==> src/rtl/sdram_page_tracker.sv <==
module sdram_page_tracker #(
  parameter int NB = 4,
  parameter int AW = 32,
  parameter int RW = 13,
  parameter int CW = 11,
  parameter int NS = 4,
  parameter int MINLOG = 22,
  localparam int PBW = $clog2(NB),
  localparam int SW = $clog2(NS)
) (
  input  logic              clk,
  input  logic              rst_n,
  input  logic [NB-1:0]     cfg_en,
  input  logic [NB*AW-1:0]  cfg_base,
  input  logic [NB*3-1:0]   cfg_size,
  input  logic [NB*3-1:0]   cfg_geom,
  input  logic [NB-1:0]     cfg_quad,
  input  logic              req_valid,
  input  logic [AW-1:0]     req_addr,
  input  logic              close_valid,
  input  logic [PBW-1:0]    close_pbank,
  input  logic [1:0]        close_ibank,
  input  logic              prech_all,
  output logic              rsp_valid,
  output logic              rsp_err,
  output logic              rsp_hit,
  output logic              rsp_miss,
  output logic              rsp_empty,
  output logic [PBW-1:0]    rsp_pbank,
  output logic [RW-1:0]     rsp_row,
  output logic [CW-1:0]     rsp_col,
  output logic [1:0]        rsp_ibank,
  output logic              rsp_evict,
  output logic [PBW-1:0]    rsp_evict_pbank,
  output logic [1:0]        rsp_evict_ibank
);

  function automatic logic [3:0] row_bits(input logic [2:0] g);
    case (g)
      3'd0, 3'd1:       return 4'd11;
      3'd2, 3'd3, 3'd4: return 4'd12;
      default:          return 4'd13;
    endcase
  endfunction

  function automatic logic [3:0] col_bits(input logic [2:0] g);
    case (g)
      3'd0, 3'd2:       return 4'd8;
      3'd1, 3'd3, 3'd5: return 4'd9;
      3'd4, 3'd6:       return 4'd10;
      default:          return 4'd11;
    endcase
  endfunction

  logic [NB-1:0] match;
  logic [AW-1:0] msk [NB];

  for (genvar b = 0; b < NB; b++) begin : g_cmp
    logic [2:0] sz;
    assign sz = (cfg_size[b*3 +: 3] == 3'd7) ? 3'd6 : cfg_size[b*3 +: 3];
    assign msk[b] = ~((AW'(1) << (MINLOG + int'(sz))) - AW'(1));
    assign match[b] = cfg_en[b] && ((req_addr & msk[b]) == (cfg_base[b*AW +: AW] & msk[b]));
  end

  logic           d_hit;
  logic [PBW-1:0] d_pb;

  always_comb begin
    d_hit = 1'b0;
    d_pb  = '0;
    for (int b = NB-1; b >= 0; b--)
      if (match[b]) begin
        d_hit = 1'b1;
        d_pb  = PBW'(b);
      end
  end

  logic [2:0]    d_geom;
  logic          d_quad;
  logic [3:0]    cb, rb, ibw;
  logic [AW-1:0] word;
  logic [RW-1:0] d_row;
  logic [CW-1:0] d_col;
  logic [1:0]    d_ib;

  assign d_geom = cfg_geom[d_pb*3 +: 3];
  assign d_quad = cfg_quad[d_pb];
  assign cb     = col_bits(d_geom);
  assign rb     = row_bits(d_geom);
  assign ibw    = d_quad ? 4'd2 : 4'd1;
  assign word   = (req_addr & ~msk[d_pb]) >> 2;
  assign d_col  = CW'(word & ((AW'(1) << cb) - AW'(1)));
  assign d_ib   = 2'((word >> cb) & (d_quad ? AW'(3) : AW'(1)));
  assign d_row  = RW'((word >> (cb + ibw)) & ((AW'(1) << rb) - AW'(1)));

  logic [NS-1:0]  v;
  logic [PBW-1:0] t_pb  [NS];
  logic [1:0]     t_ib  [NS];
  logic [RW-1:0]  t_row [NS];
  logic [SW-1:0]  age   [NS];

  logic          same_any, free_any, c_any;
  logic [SW-1:0] same_idx, free_idx, lru_idx, c_idx;

  always_comb begin
    same_any = 1'b0; same_idx = '0;
    free_any = 1'b0; free_idx = '0;
    c_any    = 1'b0; c_idx    = '0;
    lru_idx  = '0;
    for (int s = NS-1; s >= 0; s--) begin
      if (v[s] && t_pb[s] == d_pb && t_ib[s] == d_ib) begin
        same_any = 1'b1; same_idx = SW'(s);
      end
      if (v[s] && t_pb[s] == close_pbank && t_ib[s] == close_ibank) begin
        c_any = 1'b1; c_idx = SW'(s);
      end
      if (!v[s]) begin
        free_any = 1'b1; free_idx = SW'(s);
      end
      if (age[s] == SW'(NS-1)) lru_idx = SW'(s);
    end
  end

  logic          row_eq, take;
  logic [SW-1:0] tgt;
  logic [SW:0]   ref_age;

  assign row_eq  = t_row[same_idx] == d_row;
  assign take    = req_valid && d_hit;
  assign tgt     = same_any ? same_idx : (free_any ? free_idx : lru_idx);
  assign ref_age = same_any ? {1'b0, age[same_idx]} :
                   (free_any ? (SW+1)'(NS) : (SW+1)'(NS-1));

  always_ff @(posedge clk or negedge rst_n) begin
    if (!rst_n) begin
      rsp_valid <= 1'b0; rsp_err <= 1'b0;
      rsp_hit <= 1'b0; rsp_miss <= 1'b0; rsp_empty <= 1'b0;
      rsp_pbank <= '0; rsp_row <= '0; rsp_col <= '0; rsp_ibank <= '0;
      rsp_evict <= 1'b0; rsp_evict_pbank <= '0; rsp_evict_ibank <= '0;
      v <= '0;
      for (int s = 0; s < NS; s++) begin
        t_pb[s] <= '0; t_ib[s] <= '0; t_row[s] <= '0; age[s] <= '0;
      end
    end else begin
      rsp_valid       <= req_valid;
      rsp_err         <= req_valid && !d_hit;
      rsp_hit         <= take && same_any && row_eq;
      rsp_miss        <= take && same_any && !row_eq;
      rsp_empty       <= take && !same_any;
      rsp_evict       <= take && !same_any && !free_any;
      rsp_evict_pbank <= t_pb[lru_idx];
      rsp_evict_ibank <= t_ib[lru_idx];
      rsp_pbank       <= d_pb;
      rsp_row         <= d_row;
      rsp_col         <= d_col;
      rsp_ibank       <= d_ib;
      if (take) begin
        for (int s = 0; s < NS; s++)
          if (SW'(s) == tgt) age[s] <= '0;
          else if (v[s] && {1'b0, age[s]} < ref_age) age[s] <= age[s] + 1'b1;
        v[tgt]     <= 1'b1;
        t_pb[tgt]  <= d_pb;
        t_ib[tgt]  <= d_ib;
        t_row[tgt] <= d_row;
      end else if (close_valid && c_any && !req_valid) begin
        v[c_idx] <= 1'b0;
        for (int s = 0; s < NS; s++)
          if (v[s] && age[s] > age[c_idx]) age[s] <= age[s] - 1'b1;
      end
      if (prech_all) v <= '0;
    end
  end

endmodule


==> config.mk <==
export PLATFORM = sky130hd
export DESIGN_NAME = sdram_page_tracker
export DESIGN_NICKNAME = d
export VERILOG_FILES = /design/src/rtl/sdram_page_tracker.sv
export SDC_FILE = /design/constraint.sdc
export NUM_CORES = 1
export LEC_CHECK = 0
export BUFFER_PORTS_ARGS = -buffer_cell sky130_fd_sc_hd__buf_2
export CORE_ASPECT_RATIO = 0.7
export CORE_MARGIN = 10
export CORE_UTILIZATION = 49
export DETAILED_ROUTE_END_ITERATION = 7
export PLACE_DENSITY = 0.9
export SLEW_MARGIN = 20
export SYNTH_ARGS = -nofsm -noshare
export SYNTH_HDL_FRONTEND = slang
export SYNTH_SLANG_ARGS = --single-unit
==> constraint.sdc <==
create_clock -name clk -period 3.75 [get_ports clk]
set_input_delay 0.1875 -clock clk [delete_from_list [all_inputs] [get_ports clk]]
set_output_delay 0.1875 -clock clk [all_outputs]
set_load 0.01 [all_outputs]
* Word level (Yosys, flattened, before mapping)
Cells that the tools add are included.
** Word-level totals
- Flip-flop bits (word level) :: 118
- Bits in latches :: 0
- RAM bits :: 0
- Memory bits (read-only) :: 0
- Bits of input ports :: 201
- Output and inout bits :: 38
- Word-level logic and storage cells :: 302
- Memories :: 0
** Operators by class
- Add/sub/neg operators :: 19
- Multiply operators :: 1
- Divide/modulo/power cells :: 0
- $lt $le $gt $ge :: 19
- Eq/ne operators :: 42
- Shift operators :: 9
- Muxes and demuxes :: 96
- Bitwise logic cells :: 25
- Reduce and logical (&&, ||, !) cells :: 62
** Operators with widths (number)
- $and A32 B32 Y32 :: 9
- $not A32 Y32 :: 5
- $eq A32 B32 Y1 :: 4
- $shl A1 B6 Y32 const A :: 4
- $sub A32 B2 Y32 const B :: 4
- $mux W2 :: 45
- $bmux W32 S2 :: 1
- $mux W32 :: 2
- $bwmux W52 :: 1
- $logic_and A1 B1 Y1 :: 40
- $mux W13 :: 3
- $eq A2 B2 Y1 :: 16
- $shr A30 B4 Y13 :: 1
- $shr A30 B4 Y2 :: 1
- $bmux W13 S2 :: 1
- $demux W13 S2 :: 1
- $add A5 B3 Y6 const A :: 4
- $eq A3 B3 Y1 const B :: 7
- $mux W1 :: 19
- $mux W3 :: 6
- $bmux W2 S2 :: 4
- $bwmux W8 :: 2
- $mux W8 :: 2
- $ge A3 B3 Y1 const B :: 5
- other kinds (42) :: 86

* Longest topological paths before layout
Gate-level depths: netlist (run 1).
- Depth in word-level cells :: 37
- Gate-level depth with buffers :: 27
- Mapped depth without buffers :: 24

* Worst setup path before layout (run 1)
No wires, ideal clock.
- Kind :: input to register
- Start point :: in req_addr[25]
- End point :: reg rsp_miss
- Library setup time :: 0.124 ns
- Arrival time :: 5.291 ns
- Data required time :: 3.626 ns
- Setup slack :: -1.665 ns
- Stages :: 22
- Buffers on the path :: 3
- Cell sequence :: buf_2 -> xor2_1 -> a222oi_1 -> and2_1 -> a22oi_2 -> or3_1 -> buf_4 -> clkinv_2 -> mux2i_1 -> mux2i_2 -> inv_2 -> ha_1 -> fa_1 -> clkbuf_1 -> clkinv_1 -> or2_2 -> a31oi_1 -> nand3_1 -> a221oi_1 -> a31oi_1 -> or4_4 -> o31a_1
** On the way
- Word-level cells in the longest chain between the ends :: 28
- Elaborated cells between the ends (all ways) :: 86
- Classes of those cells :: add/sub: 2; mul: 1; eq/ne: 19; shift: 4; mux: 28; bitwise: 10; reduce/logical: 22
** Ends and longest elaborated chain
- from (decl) :: line 19 : input logic [AW-1:0] req_addr,
- parallel branches: the longest is 27 deep, another holds $mul A2 B2 Y4
- $logic_and A1 B1 Y1 * :: line 148 : rsp_miss <= take && same_any && !row_eq;
- to (signal assigned) :: line 148
- to (decl) :: line 27 : output logic rsp_miss,
Every way passes the cells marked *. The select of a mux whose other input is x is not followed.
A chain may end at the register's enable or synchronous reset.

* Final worst setup path (run 1)
- Start point :: in cfg_size[8]
- End point :: reg age[3] (netlist name)
** On the way
- Word-level cells in the longest chain between the ends :: 35
- Elaborated cells between the ends (all ways) :: 80
- Classes of those cells :: add/sub: 2; mul: 1; order compare: 1; eq/ne: 18; shift: 3; mux: 29; bitwise: 8; reduce/logical: 18
** Ends and longest elaborated chain
- from (decl) :: line 15 : input logic [NB*3-1:0] cfg_size,
- $eq A3 B3 Y1 :: line 60 : assign sz = (cfg_size[b*3 +: 3] == 3'd7) ? 3'd6 : cfg_size[b*3 +: 3];
- $mux W3 * :: line 60
- $add A5 B3 Y6 * :: line 61 : assign msk[b] = ~((AW'(1) << (MINLOG + int'(sz))) - AW'(1));
- $shl A1 B6 Y32 * :: line 61
- $sub A32 B2 Y32 * :: line 61
- $not A32 Y32 * :: line 61
- parallel branches: the longest is 29 deep, another holds $mul A2 B2 Y4
- to (signal, indexed assignment) :: line 142 : t_pb[s] <= '0; t_ib[s] <= '0; t_row[s] <= '0; age[s] <= '0;
- to (signal, indexed assignment) :: line 159 : if (SW'(s) == tgt) age[s] <= '0;
- to (decl) :: line 100 : logic [SW-1:0] age [NS];
Marks and branches as above.

==> flow_summary.toml, run 1 <==
[logic_synthesis]
yosysWarnings = 0
synthArstFlopShare_pct = 100
syn_area_um2 = 8650
synth_seq_area_share_pct = 34.1
syn-mean-instance-area_um2 = 8.96
synth_top_flop_cell = "dfrtp_1"
synth_edf_count = 0
netlist-cell-type-count = 88
yosys_reg_bits = 118
synthesis.instances = 965

[global_route]
grt_pass1_wl_mm = 56.2
grt.overflow.total = 0
antenna_found_initial = 1
first_global_vias = 10208
globalRouteTotalUtil_pct = 30.1
grt_max_degree = 77

[run]
max_cap_viol_count = 0

[hold_path]
timing.hold.worst.class = "input port to register"

[route]
wl_per_cell_um = 27.4
vias = 10789
ant_nets = 0
routed_wl_mm = 43.3
viasPerCell = 6.82
detail_route.iter0.violations = 1916
detail_route.first_pass.iterations = 8
post-route-drc-count = 11

[clock_tree]
maximum_clock_path_buffer_count = 2
clk-insertion-delay-late_ps = 430
clock_tree.root_cell = "clkbuf_16"
clk_transition_reported_paths_ps = 70
tritoncts_num_sinks = 118
cts_tree = "yes"
cts.htree.levels = 4
numCtsBuffers = 17

[die]
die_x_um = 179
rows = 40
initial_utilization_pct = 50.2
floorplan.core_area_um2 = 17200
die_area_um2 = 23400
top_level_i_o_count = 239
dieHeight_um = 131

[cells_and_area]
area.growth.synth_to_final_pct = 55.9
final_stage_net_count = 1566
seq_area_um2 = 2950
n_antenna_cell = 0
final_cell_area_um2 = 13500
footprint_of_the_multi_input_gates_um2 = 6410
drive_above_1_share_pct = 47.8
mostFrequentLayoutCell = "buf_4"
layout.cells.most_common_list = "buf_4 (166), buf_2 (155), dfrtp_1 (118), nand2_1 (106), xor2_1 (49)"
final.fill_count = 915

[placed_design]
routability_congestion = 1.03
placement.io_buffers = 160
setup_slack_placement_ps = -1470
place_area_um2 = 11100
hpwlAfterDp_mm = 23.6

[setup_path]
worst-endpoint-arrival_ps = 5670
critical_path.endpoint_type = "register"
worstSetupPathType = "input port to register"
critical_path_required_ps = 4040
critPathMaxFanout = 7
worstSetupStartpointType = "input port"

[run_status]
outcome = "finished with violations"
violations = "design-rule violations, negative setup slack"

[pwr]
share_seq_of_total_power_pct = 29.5
p_leak_nw = 6.46
power.share.clock_pct = 36.0
net-switching-power_mw = 1.75
comb_power_share_pct = 34.5
power_report.internal_total_mw = 3.15
vdd.ir_drop.worst_uv = 336
power_density_nw_per_um2 = 364
swShare_pct = 35.7

[timing]
finalClockSkew_ps = 11.9
report.final.hold_viol_count = 0
timing_worst_slew_pin_value_ps = 1050
rsz_0062_raised_after_global_routing = "yes"
slew_viol_final = 0
fin_crit_sh_pct = 143
post-route-worst-setup-slack_ps = -1630
clock.fmax_mhz = 186
setup_viol = 97
relSlewSlack_pct = 29.8
post-route-min-period_ps = 5380
-- sequential cells by signal, indices dropped and copies added, names as in the netlist, 4 cells and up --
name,count
t_row,52
age,8
t_pb,8
v,4
t_ib,8
rsp_row,13
rsp_col,11
-- power by group through the flow --
stage | registers [mW] | clock network [mW] | logic [mW]
2_1_floorplan | 1.47 | 0 | 0.650
3_3_place_gp | 1.45 | 0 | 1.17
3_5_place_dp | 1.45 | 0 | 1.21
4_1_cts | 1.44 | 1.73 | 1.34
5_1_grt | 1.46 | 1.81 | 1.75
6_report | 1.45 | 1.77 | 1.69
-- worst max-delay path, stage by stage --
cell       delay, ps
clkbuf_4         170
buf_4            150
o21ai_0          200
a22oi_1          310
nand4_1          330
o211ai_1         410
buf_4            180
o221ai_2         110
o2bb2ai_4        230
o31ai_4          440
o22ai_4          180
buf_12           180
buf_6            150
xnor2_2          150
nor4_4           430
a21oi_4          100
nand2_2          100
o21ai_2           60
o221ai_2         250
ha_2             330
o21ai_1          130
a32o_2           180
mux2i_1          210
a21oi_1          100
a221o_1          380
-- through the flow --
| stage | cells | util [%] | power, mW | hold WS (ps) | setup TNS, ps |
|---|---|---|---|---|---|
| 2_1_floorplan | 972 | - | 2.12 | -108 | -49930 |
| 3_3_place_gp | 1490 | 64.2 | 2.62 | 295 | -89860 |
| 3_5_place_dp | 1490 | 64.2 | 2.66 | 297 | -107420 |
| 4_1_cts | 1557 | 73.6 | 4.52 | 36.9 | -33120 |
| 5_1_grt | 1582 | 78.3 | 5.02 | 57.0 | -98980 |
| 6_report | 1582 | 78.3 | 4.91 | 76.3 | -98720 |
-- synthesized netlist by cell type, types with 6 or more instances --
| cell | number | area share (%) |
|---|---|---|
| clkbuf_1 | 23 | 1.0 |
| nor3_1 | 16 | 0.93 |
| xnor2_1 | 46 | 4.7 |
| nand2_1 | 138 | 6.0 |
| a211oi_1 | 10 | 0.87 |
| dfrtp_1 | 118 | 34 |
| a21o_1 | 8 | 0.69 |
| nor2b_1 | 9 | 0.65 |
| and3_1 | 11 | 0.80 |
| a21oi_1 | 53 | 3.1 |
| nand3_1 | 21 | 1.2 |
| mux2i_1 | 61 | 7.1 |
| or3_1 | 7 | 0.51 |
| o21ai_0 | 62 | 3.6 |
| mux2_2 | 26 | 3.4 |
| o22ai_1 | 12 | 0.87 |
| xor2_1 | 51 | 5.2 |
| ha_1 | 26 | 3.8 |
| nor2_1 | 54 | 2.3 |
| nand3b_1 | 6 | 0.52 |
| a31oi_1 | 9 | 0.65 |
| buf_2 | 21 | 1.2 |
| inv_1 | 30 | 1.3 |
-- logic make-up (layout without fill, tap and decap cells) --
family,count (synthesis),after routing,share of synthesized area (%)
AOI/OAI and AO/OA,229,229,17.8
muxes,91,91,11.3
xor gates and xnor gates,99,99,10.2
other,1,8,0.0434
adders and majority gates,27,27,3.99
and+or+nand+nor,310,310,17.7
buffers and inverters,90,469,4.83
DFF,118,118,34.1
-- path summary, 6_finish.rpt --
path,end,startpoint,slack (ps),cells past startpoint
max in group asynchronous,t_row[40],rst_n,2430,3
setup reg to reg,age[3],t_pb[1],-110,13
setup / recovery,age[3],cfg_size[8],-1630,25
hold reg to reg,t_row[44],t_row[44],490,2
hold / removal,rsp_col[8],req_addr[10],80,2
min in group asynchronous,rsp_evict_ibank[1],rst_n,470,2
-- layout make-up --
| class | instances | area share (%) |
|---|---|---|
| sequential | 118 | 21.9 |
| clock inverter | 15 | 1.36 |
| clock buffer | 17 | 3.16 |
| multi-input combinational | 764 | 47.5 |
| tap | 231 | 2.14 |
| inverter | 37 | 1.20 |
| timing repair buffer | 400 | 22.7 |
-- metal layers --
metal / vias to the layer above / global-route usage, % / wire [µm]
li1: 4204 / - / -
met1: 5019 / 36.0 / 14300
met3: 444 / 10.6 / 6050
met4: 4 / 13.9 / 4020
met2: 1118 / 47.2 / 18900
met5: - / 0 / 92
-- repair_timing --
item | CTS | global route
hold endpoints to repair | 88 | 0
setup buffers | 19 | 31
setup endpoints to repair | 90 | 97
gates cloned | 6 | 2
hold buffers | 11 | 0
pin swaps | 40 | 34
resized for setup | 167 | 158
(Power assumes the default switching activity.)
==> inputs of run 2 (changes only) <==
==> constraint.sdc (replaced) <==
create_clock -name clk -period 3.75 [get_ports clk]
set_input_delay 0 -clock clk [delete_from_list [all_inputs] [get_ports clk]]
set_output_delay 0 -clock clk [all_outputs]
set_load 0.01 [all_outputs]
==> run 2 against run 1 <==
Compared with the run above: the run ends with negative setup slack left; power is 6.4% lower; via count is 8.7% lower; maximum frequency is 12% higher; die area stayed put; critical endpoint unchanged; clock skew hardly changed; clock power is 5% lower; critical path depth is 1 lower.
==> flow_summary.toml, run 2 (synthesized netlist as in run 1, its figures left out) <==
[run_status]
outcome = "finished with violations"
violations = "negative setup slack"

[route]
post-route-drc-count = 0
vias = 9846
viasPerCell = 6.27
detail_route.first_pass.iterations = 6
ant_nets = 0
wl_per_cell_um = 22.7
detail_route.iter0.violations = 1327
routed_wl_mm = 35.7

[timing]
setup_viol = 93
timing_worst_slew_pin_value_ps = 692
slew_viol_final = 0
finalClockSkew_ps = 11.9
clock.fmax_mhz = 207
rsz_0062_raised_after_global_routing = "yes"
report.final.hold_viol_count = 0
relSlewSlack_pct = 53.6
post-route-min-period_ps = 4820
fin_crit_sh_pct = 129
post-route-worst-setup-slack_ps = -1070

[clock_tree]
clock_tree.root_cell = "clkbuf_16"
cts_tree = "yes"
clk_transition_reported_paths_ps = 60
tritoncts_num_sinks = 118
cts.htree.levels = 4
numCtsBuffers = 17
clk-insertion-delay-late_ps = 440
maximum_clock_path_buffer_count = 2

[global_route]
grt.overflow.total = 0
grt_max_degree = 52
globalRouteTotalUtil_pct = 27.7
antenna_found_initial = 0
first_global_vias = 9574
grt_pass1_wl_mm = 51.9

[cells_and_area]
finish.utilization_pct = 73.9
final_cell_area_um2 = 12700
largest_register_ffs = 52
n_antenna_cell = 0
drive_above_1_share_pct = 41.4
area.growth.synth_to_final_pct = 47.0
mostFrequentLayoutCell = "buf_4"
regMostFlops = "t_row"
layout.cells.most_common_list = "buf_4 (181), buf_2 (156), nand2_1 (131), dfrtp_1 (118)"
final.fill_count = 1132
final_stage_net_count = 1554
top_regs = "t_row x52, rsp_row x13, rsp_col x11"

[run]
max_cap_viol_count = 0

[die]
dieHeight_um = 131
die_x_um = 179
initial_utilization_pct = 50.2
rows = 40
top_level_i_o_count = 239
die_area_um2 = 23400
floorplan.core_area_um2 = 17200

[setup_path]
critPathMaxFanout = 5
critical_path_required_ps = 4060
worst-endpoint-arrival_ps = 5130
crit_start = "cfg_size[7]"
worstSetupPathType = "input port to register"
timing.rr.start = "t_pb[1]"
worstSetupStartpointType = "input port"
critical_path.endpoint_type = "register"

[pwr]
power_density_nw_per_um2 = 361
vdd.ir_drop.worst_uv = 293
p_leak_nw = 6.25

[placed_design]
routability_congestion = 1.00
placement.io_buffers = 160
place_area_um2 = 11000
hpwlAfterDp_mm = 23.4
setup_slack_placement_ps = -1260

[hold_path]
hold_path.startpoint = "cfg_geom[1]"
timing.hold.worst.class = "input port to register"
## run 2: cell types whose count changed in the layout (fill, tap and decap cells not counted), moves of 12 or more
cell and change:
nand2_2 -13, buf_6 -25, nand2_4 -12, o21ai_0 +17, buf_4 +15, o21ai_2 -16, nand2_1 +25
## run 2: layout make-up
class	count	area (µm²)	area share (%)
Inverter	37	149	1.17
Clock inverter	13	148	1.16
Tap cell	231	289	2.27
Multi-Input combinational cell	764	5900	46.4
Timing Repair Buffer	388	2830	22.3
Sequential cell	118	2950	23.2
Clock buffer	19	443	3.48
## run 2: worst max-delay path: stages
cell and delay (ps):
buf_2 150, nand2_1 110, a222oi_1 540, buf_4 220, and2_4 150, a22oi_2 90, buf_4 160, nor3b_2 140
a311o_2 380, mux2_4 350, o22ai_4 190, clkbuf_16 220, buf_4 120, xor2_1 270, o311a_4 290, a21oi_4 90
o21ai_2 210, o221ai_4 140, ha_4 200, nor4b_2 230, a32o_2 260, mux2i_1 230, a21oi_1 60, a221o_1 330
## run 2: final timing paths
kind | slack, ps | cells after the start | end
setup / recovery | -1070 | 24 | age[3]
hold / removal | 80 | 3 | rsp_col[10]
setup reg to reg | 20 | 15 | age[3]
hold reg to reg | 480 | 2 | t_row[41]
max in group asynchronous | 2650 | 3 | rsp_row[7]
min in group asynchronous | 120 | 2 | t_pb[6]
## run 2: what timing repair did
action,4_1_cts,5_1_grt
gates cloned,1,2
hold buffers,15,0
hold endpoints to repair,66,0
pin swaps,29,28
setup endpoints to repair,82,92
gates resized for setup,74,70
setup buffers,18,15
## run 2: report_power, final
part	internal (mW)	total (mW)	switching [mW]
Sequential	1.37	1.44	0.0674
Clock	1.00	1.68	0.682
Combinational	0.685	1.47	0.786
Total	3.06	4.60	1.54
## run 2: routing by layer
metal	part of all wire (%)	vias up	GRT usage, %
li1	-	4173	-
met1	37	4750	35.3
met2	46	740	44.0
met3	12	183	7.47
met4	4.5	0	9.67
met5	0	-	0
## run 2: through the flow
stage,power [mW],std cells,TNS [ps],hold WS [ps]
3_5_place_dp,2.65,1490,-84980,57.1
3_3_place_gp,2.61,1490,-77730,53.2
6_report,4.60,1570,-46450,76.3
5_1_grt,4.75,1570,-49450,77.9
2_1_floorplan,2.10,972,-34300,-296
4_1_cts,4.40,1554,-22070,127
==> inputs of run 3 (changes only) <==
MAX_ROUTING_LAYER = met4   (was unset)
==> run 3 against run 2 <==
Compared with the run above: the run still ends with negative setup slack left; worst hold slack better by 13 ps; sequential cell count did not move; clock skew about the same; combinational power barely moved; highest routed layer unchanged; maximum frequency shrank 1.5%; sequential power about the same; count of clock-buffer cells in the layout is 1 lower; core utilization up 1.5 points.
==> flow_summary.toml, run 3 (synthesized netlist as in run 1, its figures left out) <==
[setup_path]
worstSetupPathType = "input port to register"
timing.critical_path.cells = "buf_2 -> xor2_1 -> nor3_1 -> and4_4 -> a22oi_2 -> buf_4 -> nor3b_1 -> a311o_2 -> buf_6 -> o31ai_4 -> o22ai_4 -> buf_12 -> buf_4 -> xnor2_2 -> nor4_4 -> a21oi_4 -> o21ai_2 -> o221ai_2 -> ha_4 -> nor4b_4 -> a32o_2 -> mux2i_1 -> a21oi_1 -> a221o_1"
slowest_delay_ps = 520
worstSetupStartpointType = "input port"
critPathMaxFanout = 13
worst-endpoint-arrival_ps = 5200
critical_path.endpoint_type = "register"
critical_path_required_ps = 4050
critical_path.most_common_cell = "buf_4"
path_delay_family = "compound AO/OA/AOI/OAI gates"
critical-path-slowest-cell = "nor4_4"
critPathBufInv = 5

[route]
viasPerCell = 6.44
wl_per_cell_um = 24.1
detail_route.first_pass.iterations = 6
detail_route.iter0.violations = 1601
vias = 10155
ant_nets = 0
post-route-drc-count = 0
routed_wl_mm = 38.0

[cells_and_area]
drive_above_1_share_pct = 42.5
regMostFlops = "t_row"
final_stage_net_count = 1561
seq_area_um2 = 2950
final.fill_count = 1059
footprint_of_the_multi_input_gates_um2 = 6020
mostFrequentLayoutCell = "buf_4"
area.growth.synth_to_final_pct = 50.0
top_regs = "t_row x52, rsp_row x13, rsp_col x11"
finish.utilization_pct = 75.3
n_antenna_cell = 0
layout.cells.most_common_list = "buf_4 (176), buf_2 (157), nand2_1 (130), dfrtp_1 (118), xor2_1 (51)"
largest_register_ffs = 52

[timing]
fin_crit_sh_pct = 131
post-route-worst-setup-slack_ps = -1150
finalClockSkew_ps = 12.2
setup_viol = 87
rsz_0062_raised_after_global_routing = "yes"
timing_worst_slew_pin_value_ps = 938
report.final.hold_viol_count = 0
slew_viol_final = 0
relSlewSlack_pct = 37.5
post-route-min-period_ps = 4900
clock.fmax_mhz = 204

[die]
die_area_um2 = 23400
top_level_i_o_count = 239
initial_utilization_pct = 50.2
rows = 40
floorplan.core_area_um2 = 17200
die_x_um = 179
dieHeight_um = 131

[hold_path]
timing.hold.worst.class = "input port to register"

[clock_tree]
numCtsBuffers = 17
maximum_clock_path_buffer_count = 2
tritoncts_num_sinks = 118
clk-insertion-delay-late_ps = 430
clk_transition_reported_paths_ps = 60
cts.htree.levels = 4
clock_tree.root_cell = "clkbuf_16"
cts_tree = "yes"

[placed_design]
hpwlAfterDp_mm = 23.1
routability_congestion = 0.996
placement.io_buffers = 160

[global_route]
antenna_found_initial = 0
grt_max_degree = 73
grt_pass1_wl_mm = 55.8
globalRouteTotalUtil_pct = 30.7
first_global_vias = 10123
grt.overflow.total = 0

[run_status]
violations = "negative setup slack"
outcome = "finished with violations"

[pwr]
vdd.ir_drop.worst_uv = 261
power_density_nw_per_um2 = 348
p_leak_nw = 6.35
post-layout-total-power_mw = 4.51

[run]
max_cap_viol_count = 0
[run 3: cell count changes in the layout (fill, tap and decap cells not counted), sizes merged]
cell,previous run,this run
buf,371,379
clkbuf,21,18
bufbuf,0,1
bufinv,2,1
clkinv,7,8
clkinvlp,4,3
inv,37,38
[run 3: worst reg2reg max path, cell delays in order (launching register included)]
cell and delay, ps:
dfrtp_1 440, xnor2_1 200, nand2_1 140, or4b_2 650, mux2i_1 190, buf_4 160
o2111a_2 250, nor2_4 80, buf_12 150, buf_8 150, mux2i_2 280, xnor2_1 140
o221ai_2 190, o2111ai_2 230, o31a_1 360
[run 3: final timing paths]
path                         startpoint          end  slack, ps  cells past startpoint
max in group asynchronous         rst_n    t_row[41]       2620                      3
setup reg to reg                t_pb[1]     rsp_miss          0                     14
setup / recovery           req_addr[29]       age[3]      -1150                     24
hold / removal              cfg_geom[1]  rsp_col[10]         90                      3
hold reg to reg               t_row[40]    t_row[40]        480                      2
min in group asynchronous         rst_n      t_pb[1]        220                      2
[run 3: per-layer routing]
layer	global-route usage (%)	vias to the layer above	wire length (µm)
li1	-	4186	-
met1	37.1	4809	14000
met2	47.1	884	17100
met3	7.78	276	4740
met4	14.3	0	2270
met5	-	-	0
[run 3: through the flow]
step	cell area (µm²)	hold slack [ps]	cells	setup slack, ps	setup TNS [ps]
final	13000	89.4	1576	-1150	-73880
after global routing	13000	87.2	1576	-1550	-109900
after CTS	12700	66.6	1572	-598	-27990
after detailed placement	11000	110	1489	-1250	-82320
after global placement	11000	108	1489	-1070	-74840
after floorplan	8790	-296	972	-1140	-34300
[run 3: layout make-up]
class | instances | area share (%)
sequential | 118 | 22.8
timing repair buffer | 395 | 23.1
clock buffer | 18 | 3.39
tap | 231 | 2.23
inverter | 37 | 1.15
clock inverter | 13 | 0.955
multi-input combinational | 764 | 46.4
[run 3: repair_timing]
action,4_1_cts,5_1_grt
resized for setup,145,50
hold endpoints to repair,87,0
gates cloned,9,0
pin swaps,34,9
hold buffers,15,0
setup buffers,30,4
endpoints found under the setup margin,82,86
[run 3: power breakdown]
group	total, mW	switching (mW)	internal, mW	leakage [nW]
sequential	1.44	0.0704	1.37	1.58
clock	1.60	0.668	0.932	0.270
combinational	1.47	0.802	0.664	4.50
total	4.51	1.54	2.97	6.35
